### src/rtl/irau_pkg.sv
package irau_pkg;

    localparam int DATA_W   = 32;
    localparam int BUF_AW   = 12;
    localparam int NUM_BUF  = 2;
    localparam int NUM_REG  = 2 * NUM_BUF + 2;
    localparam int PTR_STEP = 4;

    typedef enum logic [1:0] {
        OP_PRST0 = 2'b00,
        OP_PRST1 = 2'b01,
        OP_WRITE = 2'b10,
        OP_READ  = 2'b11
    } op_e;

    typedef enum logic [2:0] {
        ST_IDLE,
        ST_PRST0,
        ST_PRST1,
        ST_WRITE,
        ST_READ,
        ST_FAULT
    } st_e;

    // Register index: 0..NUM_BUF-1 bases, then pointers, then PM base, PM mask.
    function automatic logic [DATA_W-1:0] reg_addr(input int idx);
        logic [3:0] code;
        code = (idx < 2 * NUM_BUF) ? 4'(idx) : 4'(idx + 2);
        return {24'hFFFFFF, code, 4'hC};
    endfunction

endpackage

### src/rtl/irau_addr_dec.sv
module irau_addr_dec
    import irau_pkg::*;
(
    input  logic [DATA_W-1:0]  addr,
    output logic [NUM_REG-1:0] sel
);

    for (genvar i = 0; i < NUM_REG; i++) begin : g_match
        assign sel[i] = (addr == reg_addr(i));
    end

endmodule

### src/rtl/irau_ctrl.sv
module irau_ctrl
    import irau_pkg::*;
(
    input  logic              clk,
    input  logic              rst_n,
    input  logic              op_valid,
    input  logic [1:0]        op_code,
    input  logic [DATA_W-1:0] addr_opnd,
    input  logic [DATA_W-1:0] data_opnd,
    input  logic [1:0]        spad_size,
    output st_e               st,
    output logic [DATA_W-1:0] addr_q,
    output logic [DATA_W-1:0] data_q,
    output logic              wr_en,
    output logic              rd_en,
    output logic [NUM_BUF-1:0] prst,
    output logic              trap
);

    st_e st_nxt;
    logic enabled;

    assign enabled = (spad_size != 2'b00);

    always_comb begin
        if (!op_valid) begin
            st_nxt = ST_IDLE;
        end else if (!enabled) begin
            st_nxt = ST_FAULT;
        end else begin
            unique case (op_e'(op_code))
                OP_PRST0: st_nxt = ST_PRST0;
                OP_PRST1: st_nxt = ST_PRST1;
                OP_WRITE: st_nxt = ST_WRITE;
                OP_READ:  st_nxt = ST_READ;
            endcase
        end
    end

    always_ff @(posedge clk) begin
        if (!rst_n) begin
            st     <= ST_IDLE;
            addr_q <= '0;
            data_q <= '0;
        end else begin
            st <= st_nxt;
            if (op_valid) begin
                addr_q <= addr_opnd;
                data_q <= data_opnd;
            end
        end
    end

    always_comb begin
        wr_en = 1'b0;
        rd_en = 1'b0;
        prst  = '0;
        trap  = 1'b0;
        unique case (st)
            ST_IDLE:  ;
            ST_PRST0: prst[0] = 1'b1;
            ST_PRST1: prst[1] = 1'b1;
            ST_WRITE: wr_en   = 1'b1;
            ST_READ:  rd_en   = 1'b1;
            ST_FAULT: trap    = 1'b1;
            default:  ;
        endcase
    end

endmodule

### src/rtl/irau_regs.sv
module irau_regs
    import irau_pkg::*;
(
    input  logic                            clk,
    input  logic                            rst_n,
    input  logic                            wr_en,
    input  logic [NUM_REG-1:0]              sel,
    input  logic [DATA_W-1:0]               wdata,
    input  logic [NUM_BUF-1:0]              prst,
    input  logic [NUM_BUF-1:0]              inc,
    output logic [DATA_W-1:0]               rdata,
    output logic [NUM_BUF-1:0][BUF_AW-1:0]  base,
    output logic [NUM_BUF-1:0][BUF_AW-1:0]  ptr
);

    localparam int PM_BASE_IDX = 2 * NUM_BUF;
    localparam int PM_MASK_IDX = 2 * NUM_BUF + 1;

    logic [DATA_W-1:0] pm_base;
    logic [DATA_W-1:0] pm_mask;
    logic [NUM_REG-1:0][DATA_W-1:0] view;

    for (genvar b = 0; b < NUM_BUF; b++) begin : g_buf
        always_ff @(posedge clk) begin
            if (!rst_n) begin
                base[b] <= '0;
            end else if (wr_en && sel[b]) begin
                base[b] <= wdata[BUF_AW-1:0];
            end
        end

        always_ff @(posedge clk) begin
            if (!rst_n) begin
                ptr[b] <= '0;
            end else if (prst[b]) begin
                ptr[b] <= base[b];
            end else if (wr_en && sel[NUM_BUF + b]) begin
                ptr[b] <= wdata[BUF_AW-1:0];
            end else if (inc[b]) begin
                ptr[b] <= ptr[b] + BUF_AW'(PTR_STEP);
            end
        end

        assign view[b]           = DATA_W'(base[b]);
        assign view[NUM_BUF + b] = DATA_W'(ptr[b]);
    end

    always_ff @(posedge clk) begin
        if (!rst_n) begin
            pm_base <= '0;
            pm_mask <= '0;
        end else if (wr_en) begin
            if (sel[PM_BASE_IDX]) pm_base <= wdata;
            if (sel[PM_MASK_IDX]) pm_mask <= wdata;
        end
    end

    assign view[PM_BASE_IDX] = pm_base;
    assign view[PM_MASK_IDX] = pm_mask;

    always_comb begin
        rdata = '0;
        for (int i = 0; i < NUM_REG; i++) begin
            if (sel[i]) rdata = view[i];
        end
    end

endmodule

### src/rtl/irau_top.sv
module irau_top
    import irau_pkg::*;
(
    input  logic              clk,
    input  logic              rst_n,
    input  logic              op_valid,
    input  logic [1:0]        op_code,
    input  logic [31:0]       addr_opnd,
    input  logic [31:0]       data_opnd,
    input  logic [1:0]        spad_size,
    input  logic [1:0]        inc,
    output logic [31:0]       rd_data,
    output logic              rd_valid,
    output logic              trap,
    output logic [11:0]       ptr0,
    output logic [11:0]       ptr1
);

    st_e                            st;
    logic [DATA_W-1:0]              addr_q;
    logic [DATA_W-1:0]              data_q;
    logic                           wr_en;
    logic                           rd_en;
    logic [NUM_BUF-1:0]             prst;
    logic [NUM_REG-1:0]             sel;
    logic [DATA_W-1:0]              rdata;
    logic [NUM_BUF-1:0][BUF_AW-1:0] base_w;
    logic [NUM_BUF-1:0][BUF_AW-1:0] ptr_w;

    irau_ctrl u_ctrl (
        .clk       (clk),
        .rst_n     (rst_n),
        .op_valid  (op_valid),
        .op_code   (op_code),
        .addr_opnd (addr_opnd),
        .data_opnd (data_opnd),
        .spad_size (spad_size),
        .st        (st),
        .addr_q    (addr_q),
        .data_q    (data_q),
        .wr_en     (wr_en),
        .rd_en     (rd_en),
        .prst      (prst),
        .trap      (trap)
    );

    irau_addr_dec u_dec (
        .addr (addr_q),
        .sel  (sel)
    );

    irau_regs u_regs (
        .clk   (clk),
        .rst_n (rst_n),
        .wr_en (wr_en),
        .sel   (sel),
        .wdata (data_q),
        .prst  (prst),
        .inc   (inc),
        .rdata (rdata),
        .base  (base_w),
        .ptr   (ptr_w)
    );

    assign rd_valid = rd_en;
    assign rd_data  = rd_en ? rdata : '0;
    assign ptr0     = ptr_w[0];
    assign ptr1     = ptr_w[1];

endmodule

### config.mk
export PLATFORM = sky130hd
export DESIGN_NAME = irau_top
export DESIGN_NICKNAME = d
export VERILOG_FILES = /design/src/rtl/irau_pkg.sv /design/src/rtl/irau_addr_dec.sv /design/src/rtl/irau_ctrl.sv /design/src/rtl/irau_regs.sv /design/src/rtl/irau_top.sv
export SDC_FILE = /design/constraint.sdc
export NUM_CORES = 1
export LEC_CHECK = 0
export BUFFER_PORTS_ARGS = -buffer_cell sky130_fd_sc_hd__buf_2
export CELL_PAD_IN_SITES_DETAIL_PLACEMENT = 1
export CELL_PAD_IN_SITES_GLOBAL_PLACEMENT = 2
export CORE_MARGIN = 2
export CORE_UTILIZATION = 35
export CTS_BUF_LIST = sky130_fd_sc_hd__clkbuf_4 sky130_fd_sc_hd__clkbuf_8
export DETAILED_ROUTE_END_ITERATION = 6
export PLACE_DENSITY_LB_ADDON = 0.1
export SYNTH_ARGS = -nofsm -noshare
export SYNTH_HDL_FRONTEND = slang
export SYNTH_SLANG_ARGS = --single-unit
### constraint.sdc
create_clock -name clk -period 2.6 [get_ports clk]
set_input_delay 0.39 -clock clk [delete_from_list [all_inputs] [get_ports clk]]
set_output_delay 0.39 -clock clk [all_outputs]
set_load 0.01 [all_outputs]
# Yosys cells after proc, flatten, opt, wreduce, memory -nomap -nowiden
# Cells that the tools add are included.
[op_classes]
eq_ne = 14
n_addsub = 2
n_reduce_logical = 12
muxes = 20
[op_table]
columns = ["op", "n"]
rows = [
  ["$eq 32x32->1 const B", 6],
  ["$mux 12", 10],
  ["$mux 32", 3],
  ["$add 12x3->12 const B", 2],
  ["$pmux 3 s4", 1],
  ["$eq 3x2->1 const B", 2],
  ["$eq 3x3->1 const B", 2],
  ["$reduce_and 2->1", 3],
  ["$reduce_bool 3->1", 2],
  ["$mux 1", 5],
  ["$eq 2x2->1 const B", 2],
  ["$logic_and 1x1->1", 4],
  ["$eq 3x1->1 const B", 1],
  ["$mux 3", 1],
  ["$reduce_and 3->1", 1],
  ["$eq 2x1->1 const B", 1],
  ["$logic_not 2->1", 1],
  ["$reduce_bool 2->1", 1],
]
[totals]
reg_bits = 179
output_inout_bits = 58
input_bits = 73

# Longest topological paths before layout
[logic_depth]
depth_word = 8
ltp_mapped = 9
ltp_nobuf = 6

# Hierarchy
# From an unflattened synthesis, not the netlist that was laid out.
[unflattened]
hier_cells = 1074
area_unflattened_um2 = 8805.9
[modules_own_cells]
columns = ["mod", "seq_area_each_um2", "instances", "cells_per_inst", "area_each_um2"]
rows = [
  ["irau_regs", 2242.2, 1, 792, 5716.7],
  ["irau_ctrl", 1341.3, 1, 225, 2638.8],
  ["irau_top", 0.0, 1, 35, 255.2],
  ["irau_addr_dec", 0.0, 1, 22, 195.2],
]

# Worst setup path after synthesis
# No wires, ideal clock.
[synth_timing]
path_type = "register to output"
from = "reg u_ctrl.addr_q[1]"
to = "out rd_data[10]"
t_required_ns = 2.210
n_path_buf = 1
setup_slack_ns = 0.298
t_arrival_ns = 1.912
stages_incl_launch_ff = 7
path_cell_list = "dfxtp_1 > nand4bb_4 > nor4_1 > nor2b_1 > buf_2 > a222oi_1 > a211oi_1"
[synth_between]
elab_chain_cells = 8
elab_cells_between_ends = 13
cone_classes = "eq/ne (6); mux (7)"
[synth_lines]
columns = ["element", "line", "rtl"]
rows = [
  ["from (decl)", "irau_ctrl.sv:12", "output logic [DATA_W-1:0] addr_q,"],
  ["from (signal assigned)", "irau_ctrl.sv:48", "addr_q <= addr_opnd;"],
  ["$eq 32x32->1", "irau_addr_dec.sv:9", "assign sel[i] = (addr == reg_addr(i));"],
  ["$mux 12 (4 in a row)", "irau_regs.sv:64", "if (sel[i]) rdata = view[i];"],
  ["$mux 32", "irau_regs.sv:64", ""],
  ["$mux 32 (*)", "irau_regs.sv:64", ""],
  ["$mux 32 (*)", "irau_top.sv:66", "assign rd_data = rd_en ? rdata : '0;"],
  ["to (decl)", "irau_top.sv:12", "output logic [31:0] rd_data,"],
]
# Every way passes the cells marked *; elsewhere a longest branch is shown, timed or not.

# Worst setup path in the final report
[layout_timing]
from = "reg u_ctrl.addr_q[9]"
to = "out rd_data[0]"
# Same word-level chain as after synthesis.

==> flow_summary.ini <==
[logic_synthesis]
synthDistinctLibCells = 53
ys_ff_latch = 179
synth_area_leaders = dfxtp_1 44%, mux2i_1 15%, nand2_1 7.5%
syn_avg_cell_area_um2 = 8.59
netlist_area_mm2 = 0.00811
yosysWarnings = 0
synth_top_cell_by_area = dfxtp_1
synth-main-ff-cell = dfxtp_1
synthTopCellsByCount = 179 x dfxtp_1, 162 x nand2_1, 124 x nor2_1
synth_nets = 1022
synth_seq_area_share_pct = 44.2
yosysMostFrequentCell = dfxtp_1
synth-async-reset-ratio_pct = 0
synth_edf_count = 0
yosys.area.top_type_share_pct = 44.2
syn-instance-count = 944

[layout]
nFillCells = 2705
nets = 1138
antennaDiodeCount = 0
seq_area_mm2 = 0.00360
fin_area_mm2 = 0.00976
area_growth_pct = 20.3
drive_above_1_share_pct = 23.6
multiInputGateArea_mm2 = 0.00433
post-route-util_pct = 43.0

[route]
first_pass_iters = 5
drc = 0
drt_iter0_drc = 326
postRouteAntennaNets = 0
wire_per_inst_um = 18.7
vias = 7125
via_per_inst = 5.25
finalWirelength_um = 25400

[global_routing]
grt_usage_pct = 21.4
grt_pass1_vias = 7322
antenna_found_initial = 0
grt_max_degree = 53
grt_first_pass_wirelength_um = 40700
overflow = 0

[clock_network]
clock_latency_ns = 0.48
numCtsBuffers = 17
clkSinkCount = 179
hold_buffers = 0
clkTransAtPathRegs_ns = 0.11
clockBufferDepth = 2
cts_tree = built
htree_levels = 4
clock-root-buffer = clkbuf_8

[critical_path]
reg2reg_slack_ns = 0.13
crit_arrival_ns = 2.21
startpoint = u_ctrl.addr_q[9]$_SDFFE_PN0P_
r2r_cells = 7
cp-end-kind = output port
critPathRequiredTime_ns = 2.21
path_cells = nand4_1, nor4_2, buf_4, and2_4, nand2_8, buf_6, a211oi_4, buf_2
crit_path_end = rd_data[0]
critPathMaxFanout = 7
r2r_end = u_regs.pm_base[17]$_SDFFE_PN0P_
rr_startpoint = u_ctrl.addr_q[1]$_SDFFE_PN0P_
cpMaxStageDelayCell = dfxtp_1
start_kind = flip-flop
crit_type = reg -> out
max_stage_delay_ns = 0.36

[sta]
final.setup.worst_slack_ns = -0.00413
hold_viol = 0
finalSetupViolCount = 1
clock_skew_ns = 0.0176
final-max-slew-violation-count = 0
fin_hold_ws_ns = 0.135
tightest_slew_ns = 0.777
rsz0062_at_grt = true
tns_ns = -0.00413
period_needed_ns = 2.60
fmax_mhz = 384
period_share_pct = 100
max_slew_margin_pct = 48.2

[min_path]
min_delay_path_depth = 3
hold_path.class = in -> reg

[status]
status = complete, but fails checks
violations = negative setup slack

[flow_run]
drv_cap = 0

[placed_design]
portBuffers = 130
hpwl_um = 17500
dpl_cell_area_mm2 = 0.00913
routabilityCongestion = 0.858

[floorplanning]
core-area_mm2 = 0.0227
io_pins = 131
die_h_um = 156
design.die.area_mm2 = 0.0244
initial_core_util_pct = 35.7
core.rowCount = 55
fp.dieW_um = 156

[power]
powerDensity_mw_per_mm2 = 558
leakage_uw = 0.00410
finalPower_uw = 5440
peakVddDrop_uv = 330
[critical path, delay by kind of cell (launching register included)]
| family | cells | cell delay, ns |
|---|---|---|
| and+or+nand+nor | 4 | 0.65 |
| buffers and inverters | 3 | 0.51 |
| DFF | 1 | 0.36 |
| AOI/OAI and AO/OA | 1 | 0.23 |
[through the flow]
stage	cells	setup WS [ns]
floorplan	944	0.298
global placement	1321	0.276
detailed placement	1321	0.255
CTS	1355	-0.0338
global route	1358	-0.143
finish	1358	-0.00413
[worst min-delay path by stage]
stage	to	from	slack (ns)
CTS	u_ctrl.data_q[5]$_SDFFE_PN0P_	data_opnd[5]	0.11
finish	u_ctrl.data_q[5]$_SDFFE_PN0P_	data_opnd[5]	0.13
global placement	u_regs.pm_mask[2]$_SDFFE_PN0P_	u_regs.pm_mask[2]$_SDFFE_PN0P_	0.44
floorplan	u_regs.pm_mask[31]$_SDFFE_PN0P_	u_regs.pm_mask[31]$_SDFFE_PN0P_	0.43
global route	u_ctrl.data_q[19]$_SDFFE_PN0P_	data_opnd[19]	0.11
detailed placement	u_regs.pm_mask[9]$_SDFFE_PN0P_	u_regs.pm_mask[9]$_SDFFE_PN0P_	0.45
[timing repair]
action                                  CTS  global route
pin swaps                                 3             9
buffers inserted                          1             3
cloned                                    1             0
endpoints found under the setup margin   29            34
resized for setup                        25            17
[power by group]
part	internal [uW]	leakage [uW]	total, uW	switching [uW]
Sequential	2830	0.00146	2940	113
Clock	803	0.000198	1970	1170
Combinational	242	0.00244	530	288
Total	3870	0.00410	5440	1570
[per-layer routing]
metal	GRT usage, %	vias up	share of wire [%]
met4	4.24	0	0.86
met1	28.1	3464	47
met3	4.39	16	4.0
li1	-	3522	-
met2	36.4	123	48
met5	0	-	0
[sequential cells by signal (all words and copies together) (netlist names)]
signal and count:
u_ctrl.st 3, u_regs.base 24, u_ctrl.addr_q 32, u_regs.pm_base 32
u_regs.pm_mask 32, u_ctrl.data_q 32, u_regs.ptr 24
[area by class of cell]
type | count | area share [%]
clock buffer | 17 | 2.40
clock inverter | 15 | 1.68
inverter | 5 | 0.218
multi-input combinational | 688 | 44.4
sequential | 179 | 36.9
tap | 285 | 3.65
timing repair buffer | 169 | 10.8
[placed cells by master (no fill, tap or decap), drive strengths merged, types with 3 or more instances in the layout]
| cell type | instances |
|---|---|
| or2 | 4 |
| and3b | 3 |
| inv | 13 |
| a21o | 12 |
| nand4 | 18 |
| buf | 168 |
| a222oi | 12 |
| nand3 | 15 |
| o21ai | 32 |
| mux2 | 13 |
| clkinv | 4 |
| a21oi | 78 |
| clkbuf | 17 |
| mux2i | 119 |
| nor3 | 10 |
| and3 | 4 |
| a211oi | 13 |
| nand2 | 162 |
| xor2 | 7 |
| dfxtp | 179 |
| xnor2 | 9 |
| ha | 5 |
| o221ai | 9 |
| nor2 | 126 |
| nor3b | 4 |
| o31ai | 5 |
[logic make-up after synthesis]
group	Yosys count	share of synthesized area, %
muxes	132	16.5
and+or+nand+nor	361	19.4
AOI/OAI and AO/OA	174	13.5
xor gates and xnor gates	16	1.73
DFF	179	44.2
buffers and inverters	77	3.94
adders and majority gates	5	0.772
Power figures use the tool's default switching activity.
